## src/rtl/irq_latch_pkg.sv

```systemverilog
package irq_latch_pkg;
  localparam int LINES = 8;
  localparam int LINE_IDX_W = $clog2(LINES);

  // Strobes the control half hands to the datapath each cycle.
  typedef struct packed {
    logic             trigWr;
    logic [LINES-1:0] ackHot;
    logic             reinit;
  } latch_strb_t;
endpackage

```

## src/rtl/irq_latch_ctrl.sv

```systemverilog
module irq_latch_ctrl
  import irq_latch_pkg::*;
(
  input  logic                  trigWrEn,
  input  logic                  ackValid,
  input  logic [LINE_IDX_W-1:0] ackLine,
  input  logic                  reinit,
  output latch_strb_t           strb
);
  logic [LINES-1:0] ackDecode;

  // One-hot decode of the acknowledged line number.
  for (genvar gi = 0; gi < LINES; gi++) begin : g_ack
    assign ackDecode[gi] = ackValid && (ackLine == LINE_IDX_W'(gi));
  end

  always_comb begin
    strb.trigWr = trigWrEn;
    strb.ackHot = ackDecode;
    strb.reinit = reinit;
  end
endmodule

```

## src/rtl/irq_latch_dp.sv

```systemverilog
module irq_latch_dp
  import irq_latch_pkg::*;
#(
  parameter logic [LINES-1:0] WRITABLE = 8'hF8
) (
  input  logic             clk,
  input  logic             rstN,
  input  logic [LINES-1:0] lineLevel,
  input  logic [LINES-1:0] trigWrData,
  input  latch_strb_t      strb,
  output logic [LINES-1:0] trigQ,
  output logic [LINES-1:0] reqQ,
  output logic [LINES-1:0] prevQ
);
  // Trigger-mode register; read-only bits forced to edge.
  always_ff @(posedge clk) begin
    if (!rstN) begin
      trigQ <= '0;
    end else if (strb.trigWr) begin
      trigQ <= trigWrData & WRITABLE;
    end
  end

  for (genvar gi = 0; gi < LINES; gi++) begin : g_line
    logic riseSeen;
    assign riseSeen = lineLevel[gi] && !prevQ[gi];

    always_ff @(posedge clk) begin
      if (!rstN) begin
        prevQ[gi] <= 1'b0;
        reqQ[gi]  <= 1'b0;
      end else begin
        prevQ[gi] <= strb.reinit ? 1'b0 : lineLevel[gi];
        if (trigQ[gi]) begin
          reqQ[gi] <= lineLevel[gi];
        end else if (strb.reinit) begin
          reqQ[gi] <= 1'b0;
        end else if (riseSeen) begin
          reqQ[gi] <= 1'b1;
        end else if (strb.ackHot[gi]) begin
          reqQ[gi] <= 1'b0;
        end
      end
    end
  end
endmodule

```

## src/rtl/irq_req_latch.sv

```systemverilog
module irq_req_latch
  import irq_latch_pkg::*;
#(
  parameter logic [LINES-1:0] WRITABLE = 8'hF8
) (
  input  logic                  clk,
  input  logic                  rstN,
  input  logic [LINES-1:0]      lineLevel,
  input  logic                  trigWrEn,
  input  logic [LINES-1:0]      trigWrData,
  input  logic                  ackValid,
  input  logic [LINE_IDX_W-1:0] ackLine,
  input  logic                  reinit,
  input  logic [LINES-1:0]      maskReg,
  output logic [LINES-1:0]      trigMode,
  output logic [LINES-1:0]      reqMasked
);
  latch_strb_t      strb;
  logic [LINES-1:0] reqRaw;
  logic [LINES-1:0] prevLevel;

  irq_latch_ctrl u_ctrl (
    .trigWrEn (trigWrEn),
    .ackValid (ackValid),
    .ackLine  (ackLine),
    .reinit   (reinit),
    .strb     (strb)
  );

  irq_latch_dp #(.WRITABLE(WRITABLE)) u_dp (
    .clk        (clk),
    .rstN       (rstN),
    .lineLevel  (lineLevel),
    .trigWrData (trigWrData),
    .strb       (strb),
    .trigQ      (trigMode),
    .reqQ       (reqRaw),
    .prevQ      (prevLevel)
  );

  assign reqMasked = reqRaw & ~maskReg;
endmodule

```

## config.mk

```make
export PLATFORM = sky130hd
export DESIGN_NAME = irq_req_latch
export DESIGN_NICKNAME = d
export VERILOG_FILES = /design/src/rtl/irq_latch_pkg.sv /design/src/rtl/irq_latch_ctrl.sv /design/src/rtl/irq_latch_dp.sv /design/src/rtl/irq_req_latch.sv
export SDC_FILE = /design/constraint.sdc
export NUM_CORES = 1
export LEC_CHECK = 0
export BUFFER_PORTS_ARGS = -buffer_cell sky130_fd_sc_hd__buf_4
export CAP_MARGIN = 20
export CORE_UTILIZATION = 37
export DETAILED_ROUTE_END_ITERATION = 10
export PLACE_DENSITY = 0.76
export SYNTH_ARGS = -nofsm -noshare
export SYNTH_HDL_FRONTEND = slang
export SYNTH_SLANG_ARGS = --single-unit
```

## constraint.sdc

```tcl
create_clock -name clk -period 1.3 [get_ports clk]
set_input_delay 0 -clock clk [delete_from_list [all_inputs] [get_ports clk]]
set_output_delay 0 -clock clk [all_outputs]
set_load 0.005 [all_outputs]
```

==> results of run 1 <==
==> worst max-delay path, stage by stage (launching register included) <==
cell and delay (ps):
dfxtp_1 360, nor2b_1 130, buf_4 110
==> report_power, final <==
part           internal [mW]  leakage (nW)  switching [mW]
logic                  0.145         0.425          0.0858
registers              0.678         0.173          0.0194
clock network          0.120        0.0150           0.186
==> cells in the mapped netlist (all sizes together) <==
master	instances
a21oi	3
a32oi	3
and2	8
buf	6
conb	1
dfxtp	21
inv	7
mux2i	5
nand2	4
nand2b	7
nand3	2
nand4	1
nand4b	1
nor2	2
nor2b	15
o2111ai	2
o211ai	2
o21ai	5
o311ai	1
o31ai	1
==> cell type report <==
class | count | area, sq um
Timing Repair Buffer | 54 | 437.9
Clock buffer | 4 | 26.28
Multi-Input combinational cell | 65 | 414.1
Inverter | 7 | 26.28
Tap cell | 28 | 35.03
Fill cell | 202 | 873.3
Sequential cell | 21 | 420.4
==> worst paths after layout <==
kind                               from                    endpoint  slack [ps]  cells past startpoint
min reg2reg   u_dp.reqQ[0]$_SDFFE_PN0P_   u_dp.reqQ[0]$_SDFFE_PN0P_         480                      2
min                                rstN  u_dp.trigQ[6]$_SDFFE_PN0P_          20                      2
max           u_dp.reqQ[5]$_SDFFE_PN0P_                reqMasked[5]         400                      2
max reg2reg  u_dp.trigQ[7]$_SDFFE_PN0P_   u_dp.reqQ[7]$_SDFFE_PN0P_         480                      3
==> routing by layer <==
layer	vias to the layer above	wire length [microns]	GRT usage
li1	427	-	-
met1	378	882	0.1982
met2	27	1079	0.3333
met3	2	106	0.05357
met4	0	14	0.07870
met5	-	0	0
==> cell families after synthesis <==
kind of cell	count (synthesis)
AND/OR/NAND/NOR	40
flip-flops	21
AO/OA/AOI/OAI	17
buffers and inverters	13
multiplexers	5
other	1
==> sequential cells by signal (all words and copies together) (netlist names) <==
signal / flops
u_dp.trigQ: 5
u_dp.prevQ: 8
u_dp.reqQ: 8
==> what timing repair did <==
action | CTS | global route
endpoints found under the hold margin | 21 | 0
setup endpoints to repair | 0 | 0
hold buffers | 13 | 0
==> results.yml, run 1 <==
timing:
  clock.fmax_mhz: 1106
  setup_viol: 0
  period_share: 0.6955
  final.setup_skew_ps: 4.126
  slew_viol_final: 0
  setup-tns-final_ps: 0
  whs_ps: 15.02
  fin_ws_ps: 395.9
  hold_violations: 0
  finalCriticalPeriod_ps: 904.1
  rsz0062_at_grt: "false"
critical_path:
  cp-start-kind: "flop"
  critical_path_class: "flop to output port"
  cp.arrival_ps: 900
  cp-end-kind: "output port"
  crit_fanout: 2
  crit_required_ps: 1300
yosys:
  synth_xor_area_frac: 0
  yosysUniqueCellTypes: 22
  synth_fa_ha_area_frac: 0
  synth_top_family_by_area: "simple AND/OR/NAND/NOR gates"
  synth.mux.area_fraction: 0.05602
  netlist_area_sq_um: 893.4
  yosysTopAreaCellShare: 0.4706
  yosys.area.top_type: "dfxtp_1"
  synth.avg_cell_area_sq_um: 9.210
  ys_warn_count: 0
  synthTopCellsByArea: "dfxtp_1 (47%), nor2b_1 (9.8%), and2_1 (5.6%), mux2i_1 (5.6%), nand2b_1 (4.9%)"
  ys_ff_latch: 21
  yosys.area_share.simple: 0.2661
  synth_compound_area_frac: 0.1289
  ys_seq_area_frac: 0.4706
  netlist_instances: 97
floorplan:
  rows: 17
  die_h_microns: 51.14
  core-area_sq_mm: 0.002233
  die_w_microns: 51.14
  initial_utilization: 0.4000
  io-pin-count: 48
  dieArea_sq_mm: 0.002615
clocking:
  post_cts_buffers: 0
  clkTransAtPathRegs_ps: 110
  htree_levels: 1
  clkLatencyLatePin_ps: 300
  tritoncts: "yes"
  cts_resized: 0
  cts_sinks: 21
  max-clock-path-buffers: 2
  cts_buffers: 3
  cts-root-buf: "clkbuf_4"
job:
  cap_violations: 0
placement:
  dpl-instance-area_sq_mm: 0.001204
  place_inst: 162
  dp_hpwl_mm: 1.404
  port_buffers: 41
  place_congestion: 0.6948
  place_worst_setup_slack_ps: 422.2
final_layout:
  fin_util: 0.6090
  fin_cells: 179
  final_nets: 184
  drive_above_1_share: 0.2980
  final_common_cell: "buf_4"
  layout_common_cells: "buf_4 (41), dfxtp_1 (21), nor2b_1 (14)"
  antenna_cells: 0
  area_growth_pct: 52.24
  stdcell_area_sq_mm: 0.001360
drt:
  drt-initial-drc-count: 10
  routed_wl_mm: 2.084
  vias: 834
  ant_nets: 0
  viasPerCell: 4.659
  wl_per_cell_microns: 11.64
  first_pass_iters: 4
  route.detailed.drc: 0
grt:
  grt_pass1_wl_mm: 3.567
  grt_pass1_vias: 861
  grt_overflow: 0
  gr-usage-all-layers: 0.1850
  grt_antenna_before_repair: 0
  grt_start_max_net_pins: 13
power_and_ir_drop:
  p_per_area_mw_per_mm2: 907.4
  power_mw: 1.234
  ir_drop_mv: 0.7266
  p_leak_nw: 0.6133
min_path:
  min_path_type: "input port to flop"
status:
  status: "finished, final reports clean"
Note: power is estimated with default switching activity, not from simulation.
==> inputs of run 2 (changes only) <==
--- a/config.mk
+++ b/config.mk
@@ -9,7 +9,7 @@
 export CAP_MARGIN = 20
 export CORE_UTILIZATION = 37
 export DETAILED_ROUTE_END_ITERATION = 10
-export PLACE_DENSITY = 0.76
+export PLACE_DENSITY = 0.79
 export SYNTH_ARGS = -nofsm -noshare
 export SYNTH_HDL_FRONTEND = slang
 export SYNTH_SLANG_ARGS = --single-unit
==> constraint.sdc (replaced) <==
create_clock -name clk -period 0.8 [get_ports clk]
set_input_delay 0 -clock clk [delete_from_list [all_inputs] [get_ports clk]]
set_output_delay 0 -clock clk [all_outputs]
set_load 0.005 [all_outputs]
==> run 2 against run 1 <==
- the flow now finishes with violations (setup timing)
- count of clock-buffer cells in the layout unchanged
- combinational power up 91%
- total power up 68%
- non-clock buffer count up 5
- sequential share of layout area down 1.3 points
- clock skew down 2.1 ps
- via count up 4.1%
- worst hold slack better by 46 ps
==> results.yml, run 2 (same netlist as run 1, synthesis figures left out) <==
critical_path:
  crit_slowest_cell: "dfxtp_2"
  cp.arrival_ps: 870
  r2r_start: "u_dp.reqQ[6]$_SDFFE_PN0P_"
  crit_start: "u_dp.reqQ[5]$_SDFFE_PN0P_"
  slowest_delay_ps: 340
  cp-end-kind: "output port"
  regToRegEndpoint: "u_dp.reqQ[6]$_SDFFE_PN0P_"
  crit_end: "reqMasked[5]"
  cp-start-kind: "flop"
  path_cells: "nor2b_1 > buf_4"
  r2r_slack_ps: -10
  crit_fanout: 2
  critical_path_class: "flop to output port"
  crit_required_ps: 800
  reg2regPathDepth: 3
floorplan:
  rows: 17
  core-area_sq_mm: 0.002233
  die_h_microns: 51.14
  dieArea_sq_mm: 0.002615
  die_w_microns: 51.14
  initial_utilization: 0.4000
  io-pin-count: 48
final_layout:
  stdcell_area_sq_mm: 0.001509
  layout_common_cells: "buf_4 (35), dlygate4sd3_1 (14), buf_6 (10)"
  final_common_cell: "buf_4"
  fin_util: 0.6756
  reg_top3: "u_dp.prevQ: 8 flops, u_dp.reqQ: 8 flops, u_dp.trigQ: 5 flops"
  multiInputGateArea_sq_um: 459.2
  antenna_cells: 0
  final_nets: 189
  drive_above_1_share: 0.4423
  regArea_sq_um: 446.7
  area_growth_pct: 68.91
  fin_cells: 184
  fillers: 164
clocking:
  tritoncts: "yes"
  max-clock-path-buffers: 2
  clkLatencyLatePin_ps: 290
  cts_buffers: 3
  cts-root-buf: "clkbuf_4"
  cts_sinks: 21
  clkTransAtPathRegs_ps: 110
  htree_levels: 1
drt:
  viasPerCell: 4.717
  route.detailed.drc: 0
  first_pass_iters: 4
  drt-initial-drc-count: 8
  routed_wl_mm: 2.294
  vias: 868
  ant_nets: 0
  wl_per_cell_microns: 12.47
grt:
  grt_pass1_vias: 826
  grt_pass1_wl_mm: 3.408
  grt_antenna_before_repair: 0
  grt_overflow: 0
  gr-usage-all-layers: 0.1756
  grt_start_max_net_pins: 12
timing:
  hold_violations: 0
  rsz0062_at_grt: "true"
  finalCriticalPeriod_ps: 872.1
  slew_viol_final: 0
  setup_viol: 9
  period_share: 1.090
  fin_ws_ps: -72.08
  final.setup_skew_ps: 2.073
  clock.fmax_mhz: 1147
placement:
  dpl-instance-area_sq_mm: 0.001211
  dp_hpwl_mm: 1.453
  place_congestion: 0.7704
  port_buffers: 41
  place_worst_setup_slack_ps: -31.20
  place_inst: 163
min_path:
  min_path_type: "input port to flop"
  min_path_cells: 3
power_and_ir_drop:
  p_comb_frac: 0.214
  p_sw_mw: 0.4907
  ir_drop_mv: 1.067
  p_leak_nw: 0.6627
  swShare: 0.2372
  intPower_mw: 1.578
  power_mw: 2.068
  pwr-share-seq: 0.550
  clockPowerShare: 0.236
  p_per_area_mw_per_mm2: 1371
status:
  status: "complete, but fails checks"
  violations: "setup timing"
job:
  cap_violations: 0
==> run 2: cell types whose count changed in the layout (fill, tap and decap cells not counted), sizes merged <==
cell / before / now
buf: 41 / 45
dlygate4sd3: 13 / 14
==> run 2: worst min path at each step <==
stage,from,end,slack (ps)
after global routing,trigWrEn,u_dp.trigQ[4]$_SDFFE_PN0P_,70
after global placement,lineLevel[5],u_dp.prevQ[5]$_SDFF_PP0_,210
final,trigWrEn,u_dp.trigQ[6]$_SDFFE_PN0P_,60
after floorplan,maskReg[0],reqMasked[0],30
after detailed placement,lineLevel[5],u_dp.prevQ[5]$_SDFF_PP0_,220
after CTS,lineLevel[4],u_dp.reqQ[4]$_SDFFE_PN0P_,40
==> run 2: layout make-up <==
cell class,count,share of cell area
multi-input cells,65,0.3043
flip-flops and latches,21,0.2960
repair buffers,59,0.3416
clock buffers,4,0.01741
inverters,7,0.01741
well taps,28,0.02322
==> run 2: routing by layer <==
| metal | track usage | vias up | wire (microns) |
|---|---|---|---|
| met3 | 0.03869 | 6 | 163 |
| met5 | 0 | - | 0 |
| li1 | - | 440 | - |
| met2 | 0.3092 | 38 | 1126 |
| met1 | 0.1945 | 384 | 956 |
| met4 | 0.09259 | 0 | 47 |
==> run 2: power by group through the flow <==
stage          clock (mW)  sequential [mW]  combinational, mW
2_1_floorplan           0             1.15              0.147
3_3_place_gp            0             1.15              0.318
3_5_place_dp            0             1.16              0.326
4_1_cts             0.503             1.14              0.398
5_1_grt             0.548             1.15              0.477
6_report            0.489             1.14              0.442
==> run 2: through the flow <==
stage | setup TNS (ps) | hold slack, ps
2_1_floorplan | 0 | 30.23
3_3_place_gp | -6.598 | 214.9
3_5_place_dp | -36.77 | 215.9
4_1_cts | -630.2 | 39.93
5_1_grt | -930.2 | 67.52
6_report | -492.1 | 61.42
==> run 2: critical path, delay by kind of cell (launching register included) <==
| kind | cells | cell delay (ps) |
|---|---|---|
| flops | 1 | 340 |
| buf+inv | 1 | 110 |
| simple gates | 1 | 130 |
==> run 2: timing repair <==
action | in CTS | in global routing
hold buffers | 14 | 1
gates cloned | 0 | 0
endpoints found under the setup margin | 15 | 15
pin swaps | 1 | 2
buffers inserted | 2 | 1
hold endpoints to repair | 21 | 2
gates resized for setup | 16 | 18
==> inputs of run 3 (changes only) <==
--- a/config.mk
+++ b/config.mk
@@ -10,6 +10,7 @@
 export CORE_UTILIZATION = 37
 export DETAILED_ROUTE_END_ITERATION = 10
 export PLACE_DENSITY = 0.79
+export SETUP_SLACK_MARGIN = 0.05
 export SYNTH_ARGS = -nofsm -noshare
 export SYNTH_HDL_FRONTEND = slang
 export SYNTH_SLANG_ARGS = --single-unit
==> run 3 against run 2 <==
- total power shrank 0.28%
- global-route usage hardly changed
- final area is 1.5% lower
- highest routed layer unchanged
- worst setup slack worse by 11 ps
- non-clock buffer count rose by 1
- worst hold slack lost 12 ps
- wire length down 3.2%
- critical path type unchanged
- clock skew grew 0.86 ps
- sequential power about the same
- fmax fell by 1.2%
- via count increased by 0.69%
- the flow still finishes with violations (setup timing)
- combinational power fell by 3%
==> results.yml, run 3 (same netlist as run 1, synthesis figures left out) <==
grt:
  grt_start_max_net_pins: 12
  grt_antenna_before_repair: 0
  grt_overflow: 0
  grt_pass1_wl_mm: 3.456
  grt_pass1_vias: 803
  gr-usage-all-layers: 0.1760
critical_path:
  crit_fanout: 2
  r2r_slack_ps: 20
  cp.arrival_ps: 880
  r2r_start: "u_dp.trigQ[7]$_SDFFE_PN0P_"
  regToRegEndpoint: "u_dp.reqQ[7]$_SDFFE_PN0P_"
  reg2regPathDepth: 3
  crit_required_ps: 800
  cp-start-kind: "flop"
  cp-end-kind: "output port"
  crit_slowest_cell: "dfxtp_2"
  path_cells: "nor2b_4 > buf_6"
  critical_path_class: "flop to output port"
  crit_start: "u_dp.reqQ[1]$_SDFFE_PN0P_"
  slowest_delay_ps: 350
floorplan:
  core-area_sq_mm: 0.002233
  rows: 17
  initial_utilization: 0.4000
  dieArea_sq_mm: 0.002615
  die_h_microns: 51.14
  io-pin-count: 48
  die_w_microns: 51.14
final_layout:
  antenna_cells: 0
  final_common_cell: "buf_4"
  layout_common_cells: "buf_4 (38), nor2b_1 (12), dlygate4sd3_1 (12), dfxtp_2 (12), buf_6 (9)"
  stdcell_area_sq_mm: 0.001486
  fin_util: 0.6655
  reg_top3: "u_dp.prevQ: 8 flops, u_dp.reqQ: 8 flops, u_dp.trigQ: 5 flops"
  drive_above_1_share: 0.4395
  fillers: 184
  area_growth_pct: 66.39
  fin_cells: 185
  final_nets: 190
power_and_ir_drop:
  p_leak_nw: 0.6700
  p_per_area_mw_per_mm2: 1388
  ir_drop_mv: 1.256
  power_mw: 2.063
drt:
  first_pass_iters: 4
  drt-initial-drc-count: 6
  routed_wl_mm: 2.221
  route.detailed.drc: 0
  ant_nets: 0
  wl_per_cell_microns: 12.01
  vias: 874
  viasPerCell: 4.724
clocking:
  tritoncts: "yes"
  max-clock-path-buffers: 2
  cts_buffers: 3
  cts-root-buf: "clkbuf_4"
  cts_sinks: 21
  clkLatencyLatePin_ps: 300
  clkTransAtPathRegs_ps: 110
  htree_levels: 1
status:
  status: "complete, but fails checks"
  violations: "setup timing"
timing:
  slew_viol_final: 0
  period_share: 1.104
  setup_viol: 8
  final.setup_skew_ps: 2.933
  finalCriticalPeriod_ps: 883.1
  rsz0062_at_grt: "true"
  clock.fmax_mhz: 1132
  hold_violations: 0
  fin_ws_ps: -83.09
  setup-tns-final_ps: -567.2
  whs_ps: 49.60
min_path:
  min_path_cells: 3
  min_path_type: "input port to flop"
  min_to: "u_dp.trigQ[4]$_SDFFE_PN0P_"
  hp-start: "trigWrEn"
placement:
  place_inst: 164
  port_buffers: 41
  place_congestion: 0.7275
  dpl-instance-area_sq_mm: 0.001220
  place_worst_setup_slack_ps: 27.80
  dp_hpwl_mm: 1.506
job:
  cap_violations: 0
[run 3: cell count changes in the layout (fill, tap and decap cells not counted), moves of 2 or more]
| cell | before | now |
|---|---|---|
| dfxtp_2 | 9 | 12 |
| nor2b_1 | 9 | 12 |
| dlygate4sd3_1 | 14 | 12 |
| buf_4 | 35 | 38 |
| nor2b_4 | 5 | 2 |
| dfxtp_4 | 4 | 2 |
[run 3: worst max path at each step]
stage	end	slack [ps]	cells past startpoint
2_1_floorplan	u_dp.reqQ[6]$_SDFFE_PN0P_	70	3
3_3_place_gp	u_dp.reqQ[6]$_SDFFE_PN0P_	50	3
3_5_place_dp	u_dp.reqQ[4]$_SDFFE_PN0P_	30	5
4_1_cts	reqMasked[4]	-90	2
5_1_grt	reqMasked[0]	-130	2
6_report	reqMasked[1]	-80	2
[run 3: worst max-delay path: cells and delay by family (launching register included)]
kind          cells  cell delay [ps]
simple gates      1              140
buf+inv           1              100
flops             1              350
[run 3: repair_timing]
action                     CTS  global route
pin swaps                    1             2
gates resized for setup     18            12
buffers inserted             2             2
hold endpoints to repair    21             0
hold buffers                13             0
setup endpoints to repair   15            19
gates cloned                 0             0
[run 3: area by class of cell]
type	instances	area [sq um]	area share
clock buffer	4	26.28	0.01768
inverter	7	26.28	0.01768
multi-input combinational	65	436.7	0.2938
sequential	21	442.9	0.2980
tap	28	35.03	0.02357
timing repair buffer	60	519.2	0.3493
[run 3: where the power goes]
part | internal [mW] | switching, mW | total (mW)
Clock | 0.194 | 0.296 | 0.490
Combinational | 0.277 | 0.153 | 0.430
Sequential | 1.11 | 0.0353 | 1.14
Total | 1.58 | 0.485 | 2.06
[run 3: routing by layer]
metal | global-route usage | routed length [microns]
met1 | 0.2210 | 937
met3 | 0.03274 | 131
met2 | 0.3004 | 1129
met5 | 0 | 0
met4 | 0.05556 | 23
